## src/rtl/cpu_clk_switch_pkg.sv

```systemverilog
package cpu_clk_switch_pkg;

  typedef enum logic [1:0] {
    FAST_RUN  = 2'd0,
    HOLD_SYS  = 2'd1,
    SYS_RUN   = 2'd2,
    HOLD_FAST = 2'd3
  } clkModeT;

  typedef struct packed {
    logic latchRemote;
    logic clkRun;
    logic useSys;
  } ctrlStrobeT;

  typedef struct packed {
    logic strobeFall;
    logic strobeRise;
    logic sysRise;
    logic cycleRemote;
  } dpStatusT;

endpackage

```

## src/rtl/cpu_clk_switch_dp.sv

```systemverilog
module cpu_clk_switch_dp
  import cpu_clk_switch_pkg::*;
#(
  parameter int SYNC_STAGES = 2
) (
  input  logic       clk,
  input  logic       rstN,
  input  logic       sysClk,
  input  logic       busStrobeN,
  input  logic       remoteHit,
  input  ctrlStrobeT ctrl,
  output dpStatusT   status,
  output logic       cpuClkRun,
  output logic       cpuClkSys
);

  localparam int LAST = SYNC_STAGES - 1;

  logic [LAST:0] syncChain;
  logic          syncPrev;
  logic          strobePrevN;
  logic          remoteLatched;

  generate
    for (genvar i = 0; i < SYNC_STAGES; i++) begin : g_sync
      if (i == 0) begin : g_first
        always_ff @(posedge clk) begin
          if (!rstN) syncChain[0] <= 1'b0;
          else       syncChain[0] <= sysClk;
        end
      end else begin : g_next
        always_ff @(posedge clk) begin
          if (!rstN) syncChain[i] <= 1'b0;
          else       syncChain[i] <= syncChain[i-1];
        end
      end
    end
  endgenerate

  always_ff @(posedge clk) begin
    if (!rstN) begin
      syncPrev      <= 1'b0;
      strobePrevN   <= 1'b1;
      remoteLatched <= 1'b1;
    end else begin
      syncPrev    <= syncChain[LAST];
      strobePrevN <= busStrobeN;
      if (ctrl.latchRemote) remoteLatched <= remoteHit;
    end
  end

  always_comb begin
    status.strobeFall  = strobePrevN & ~busStrobeN;
    status.strobeRise  = ~strobePrevN & busStrobeN;
    status.sysRise     = syncChain[LAST] & ~syncPrev;
    status.cycleRemote = remoteLatched;
  end

  assign cpuClkRun = ctrl.clkRun;
  assign cpuClkSys = ctrl.useSys;

endmodule

```

## src/rtl/cpu_clk_switch_ctrl.sv

```systemverilog
module cpu_clk_switch_ctrl
  import cpu_clk_switch_pkg::*;
(
  input  logic       clk,
  input  logic       rstN,
  input  logic       remoteHit,
  input  dpStatusT   status,
  output ctrlStrobeT ctrl
);

  clkModeT mode, modeNext;

  always_ff @(posedge clk) begin
    if (!rstN) mode <= SYS_RUN;
    else       mode <= modeNext;
  end

  always_comb begin
    modeNext = mode;
    unique case (mode)
      FAST_RUN:  if (status.strobeFall && remoteHit) modeNext = HOLD_SYS;
      HOLD_SYS:  if (status.sysRise) modeNext = SYS_RUN;
      SYS_RUN: begin
        if (status.strobeFall && !remoteHit)                modeNext = HOLD_FAST;
        else if (status.strobeRise && status.cycleRemote)   modeNext = HOLD_FAST;
      end
      HOLD_FAST: modeNext = FAST_RUN;
      default:   modeNext = SYS_RUN;
    endcase
  end

  always_comb begin
    ctrl.latchRemote = status.strobeFall;
    ctrl.clkRun      = (mode == FAST_RUN) || (mode == SYS_RUN);
    ctrl.useSys      = (mode == SYS_RUN) || (mode == HOLD_FAST);
  end

endmodule

```

## src/rtl/cpu_clk_switch.sv

```systemverilog
module cpu_clk_switch
  import cpu_clk_switch_pkg::*;
#(
  parameter int SYNC_STAGES = 2
) (
  input  logic clk,
  input  logic rstN,
  input  logic sysClk,
  input  logic busStrobeN,
  input  logic remoteHit,
  output logic cpuClkRun,
  output logic cpuClkSys
);

  ctrlStrobeT ctrl;
  dpStatusT   status;

  cpu_clk_switch_ctrl ctrl_i (
    .clk       (clk),
    .rstN      (rstN),
    .remoteHit (remoteHit),
    .status    (status),
    .ctrl      (ctrl)
  );

  cpu_clk_switch_dp #(.SYNC_STAGES(SYNC_STAGES)) dp_i (
    .clk        (clk),
    .rstN       (rstN),
    .sysClk     (sysClk),
    .busStrobeN (busStrobeN),
    .remoteHit  (remoteHit),
    .ctrl       (ctrl),
    .status     (status),
    .cpuClkRun  (cpuClkRun),
    .cpuClkSys  (cpuClkSys)
  );

endmodule

```

## config.mk

```make
export PLATFORM = sky130hd
export DESIGN_NAME = cpu_clk_switch
export DESIGN_NICKNAME = d
export VERILOG_FILES = /design/src/rtl/cpu_clk_switch_pkg.sv /design/src/rtl/cpu_clk_switch_dp.sv /design/src/rtl/cpu_clk_switch_ctrl.sv /design/src/rtl/cpu_clk_switch.sv
export SDC_FILE = /design/constraint.sdc
export NUM_CORES = 1
export LEC_CHECK = 0
export BUFFER_PORTS_ARGS = -buffer_cell sky130_fd_sc_hd__clkbuf_2
export CAP_MARGIN = 20
export CORE_AREA = 2 2 39 41
export CTS_CLUSTER_DIAMETER = 120
export DETAILED_ROUTE_END_ITERATION = 7
export DIE_AREA = 0 0 41 43
export GPL_TIMING_DRIVEN = 0
export SLEW_MARGIN = 20
export SYNTH_ARGS = -nofsm -noshare
export SYNTH_HDL_FRONTEND = slang
export SYNTH_SLANG_ARGS = --single-unit
```

## constraint.sdc

```tcl
create_clock -name clk -period 1.3 [get_ports clk]
set_clock_uncertainty 0.05 [all_clocks]
set_input_delay 0.13 -clock clk [delete_from_list [all_inputs] [get_ports clk]]
set_output_delay 0.13 -clock clk [all_outputs]
set_load 0.02 [all_outputs]
```

==> impl_metrics.csv <==
group,metric,value,unit
final_layout,finish.instance_area,543.0,sq um
route,drtIter0Drc,7,
sta,max_freq,727.0,MHz
run_status,status,"complete, but fails checks",
power,p_total,1.104,mW
clock_network,cts_buffers,3,
global_routing,grt_max_degree,7,
global_routing,grt_first_pass_wirelength,1055,microns
sta,worst_pin_slew,209.0,ps
sta,finalMaxSlewViolations,0,
floorplan,coreArea,1384,sq um
final_layout,drive_above_1_share,63.83,%
route,drc_errors,0,
synth,yosysWarnings,0,
clock_network,cts_tree,"done",
floorplan,die_area,1763,sq um
placement,dp.cells,55,
power,switchingPower,0.3956,mW
power,leakage,0.2330,nW
clock_network,cts_buffer_depth,2,
placement,place_area,416.7,sq um
global_routing,grt_pass1_vias,266,
power,p_int,0.7086,mW
clock_network,cts-root-buf,"clkbuf_4",
placement,port-buffer-count,6,
global_routing,antenna_found_initial,0,
setup_path,worstSetupStartpointType,"flip-flop",
clock_network,cts_num_sinks,7,
final_layout,diodes,0,
power,clockPowerShare,18.7,%
route,routedWlPerCell,11.10,microns
setup_path,path_delay_family,"flip-flops",
final_layout,num-fill-cells,142,
clock_network,clk_latency,270,ps
route,vias,281,
setup_path,path_max_fanout,4,
synth,ys_types,15,
clock_network,htreeDepth,1,
final_layout,fin_util,39.24,%
power,sw_frac_of_total,35.83,%
power,ir_worst_vdd,0.8230,mV
setup_path,reg2reg_from,"ctrl_i.mode[0]$_SDFFE_PN0P_",
synth,ys_seq_area_share,40.14,%
sta,final.min_clock_period,1375,ps
final_layout,finalNetCount,57,
placement,gp_congestion,0.7298,
final_layout,syn2layout_area_growth,55.56,%
synth,synth.avg_cell_area,10.58,sq um
job,cap_violations,0,
setup_path,crit_buf_inv,2,
power,p_seq_share,27.4,%
synth,yosys.area.top_type,"dfxtp_1",
sta,worst_slack,-75.44,ps
synth,syn-num-nets,42,
setup_path,slowest_stage,"dfxtp_4",
floorplan,rows,14,
route,route.final.wire_length,699,microns
route,first_pass_iters,4,
synth,synthTopCellsByArea,"dfxtp_1 (40%), ha_1 (14%), a22oi_4 (6.1%)",
setup_path,path_cells,"inv_4, ha_4, or2_4, buf_8",
synth,ys_ff_latch,7,
sta,max-slew-margin-rel,86.07,%
setup_path,worstSetupPathType,"flip-flop to output port",
setup_path,endpoint_kind,"output port",
route,ant_nets,0,
synth,synthCells,33,
sta,hold_viol,0,
floorplan,die_w,41,microns
sta,setup_viol,3,
final_layout,fin_cells,63,
final_layout,layout_common_cells,"dfxtp_1 (4), clkbuf_2 (4), buf_4 (4)",
synth,yosys.area.top_type_share,40.14,%
setup_path,critPathLaunch,"ctrl_i.mode[0]$_SDFFE_PN0P_",
setup_path,cp.arrival,1200,ps
global_routing,grt.overflow.total,0,
floorplan,ios,7,
route,via_per_inst,4.460,
floorplan,start_util,25.23,%
hold_path,hold_class,"primary input to flip-flop",
clock_network,path_clk_slew,60,ps
global_routing,grt_use_total,9.869,%
sta,rsz0062_at_grt,"true",
sta,tns,-92.70,ps
setup_path,critPathRequiredTime,1120,ps
setup_path,critPathMaxStageDelay,370,ps
run_status,violations,"setup timing",
sta,fin_crit_sh,105.8,%
synth,synth_area,349.1,sq um
power,p_comb_share,53.9,%
floorplan,die-height,43,microns
hold_path,min_from,"sysClk",
placement,dp.final_hpwl,453,microns
power,power.density,2033,nW/um^2
clock_network,cts_hold_buf,0,
timing repair:
item | 4_1_cts | 5_1_grt
endpoints found under the setup margin | 4 | 4
pin swaps | 2 | 4
setup buffers | 2 | 2
gates resized for setup | 11 | 9
power by group through the flow:
stage / logic (mW) / clock network, mW / registers, mW
2_1_floorplan: 0.268 / 0 / 0.277
3_3_place_gp: 0.342 / 0 / 0.282
3_5_place_dp: 0.345 / 0 / 0.286
4_1_cts: 0.472 / 0.209 / 0.299
5_1_grt: 0.637 / 0.223 / 0.308
6_report: 0.595 / 0.206 / 0.302
per-layer routing:
layer | part of all wire (%) | up-vias | GRT usage, %
li1 | - | 139 | -
met1 | 33 | 130 | 9.416
met2 | 56 | 8 | 14.06
met3 | 7.3 | 4 | 4.712
met4 | 3.4 | 0 | 10.00
met5 | 0 | - | 0
cell type report:
cell class              instances  area [sq um]  area share [%]
flip-flops and latches          7         148.9           27.42
inverters                       4         20.02           3.687
well taps                      16         20.02           3.687
repair buffers                 10         76.32           14.06
multi-input cells              22         250.2           46.08
clock buffers                   3         22.52           4.147
clock inverters                 1         5.005          0.9217
Yosys cell counts, drive strengths merged:
library cell  number
nor2               1
or2                1
and2               3
ha                 4
inv                4
a211oi             1
a311o              1
nand3              1
o221ai             1
a22oi              1
nand3b             1
nand2b             3
dfxtp              7
a21oi              2
nand2              2
worst register-to-register path: cells and delay by family, from the launching register on:
family | cells | cell delay (ps)
fa+ha+maj | 1 | 160
compound gates | 3 | 430
flops | 1 | 370
buf+inv | 2 | 190
through the flow:
step                worst slack (ps)  hold WS, ps
floorplan                      9.711        151.8
global placement              -49.97        288.9
detailed placement            -55.46        296.4
CTS                           -84.24        23.84
global route                  -107.7        17.58
finish                        -75.44        20.94
path summary, 6_finish.rpt:
kind	to	slack, ps	depth (start not counted)
worst max register to register	ctrl_i.mode[1]$_SDFFE_PN1P_	-10	6
worst min register to register	dp_i.syncChain[1]$_SDFF_PN0_	380	1
worst max-delay path	cpuClkSys	-80	4
worst min-delay path	dp_i.syncChain[0]$_SDFF_PN0_	20	2
sequential cells by signal (all words and copies together) (netlist names):
name and cells:
dp_i.syncPrev 1, dp_i.strobePrevN 1, dp_i.syncChain 2, dp_i.remoteLatched 1, ctrl_i.mode 2
cells by family (layout without fill, tap and decap cells):
kind of cell / after synthesis / count (layout) / share of synthesized area, %
buffers and inverters: 4 / 18 / 4.300
and+or+nand+nor: 12 / 12 / 22.94
DFF: 7 / 7 / 40.14
AOI/OAI and AO/OA: 6 / 6 / 18.28
adders and majority gates: 4 / 4 / 14.34
Note: power is estimated with default switching activity, not from simulation.
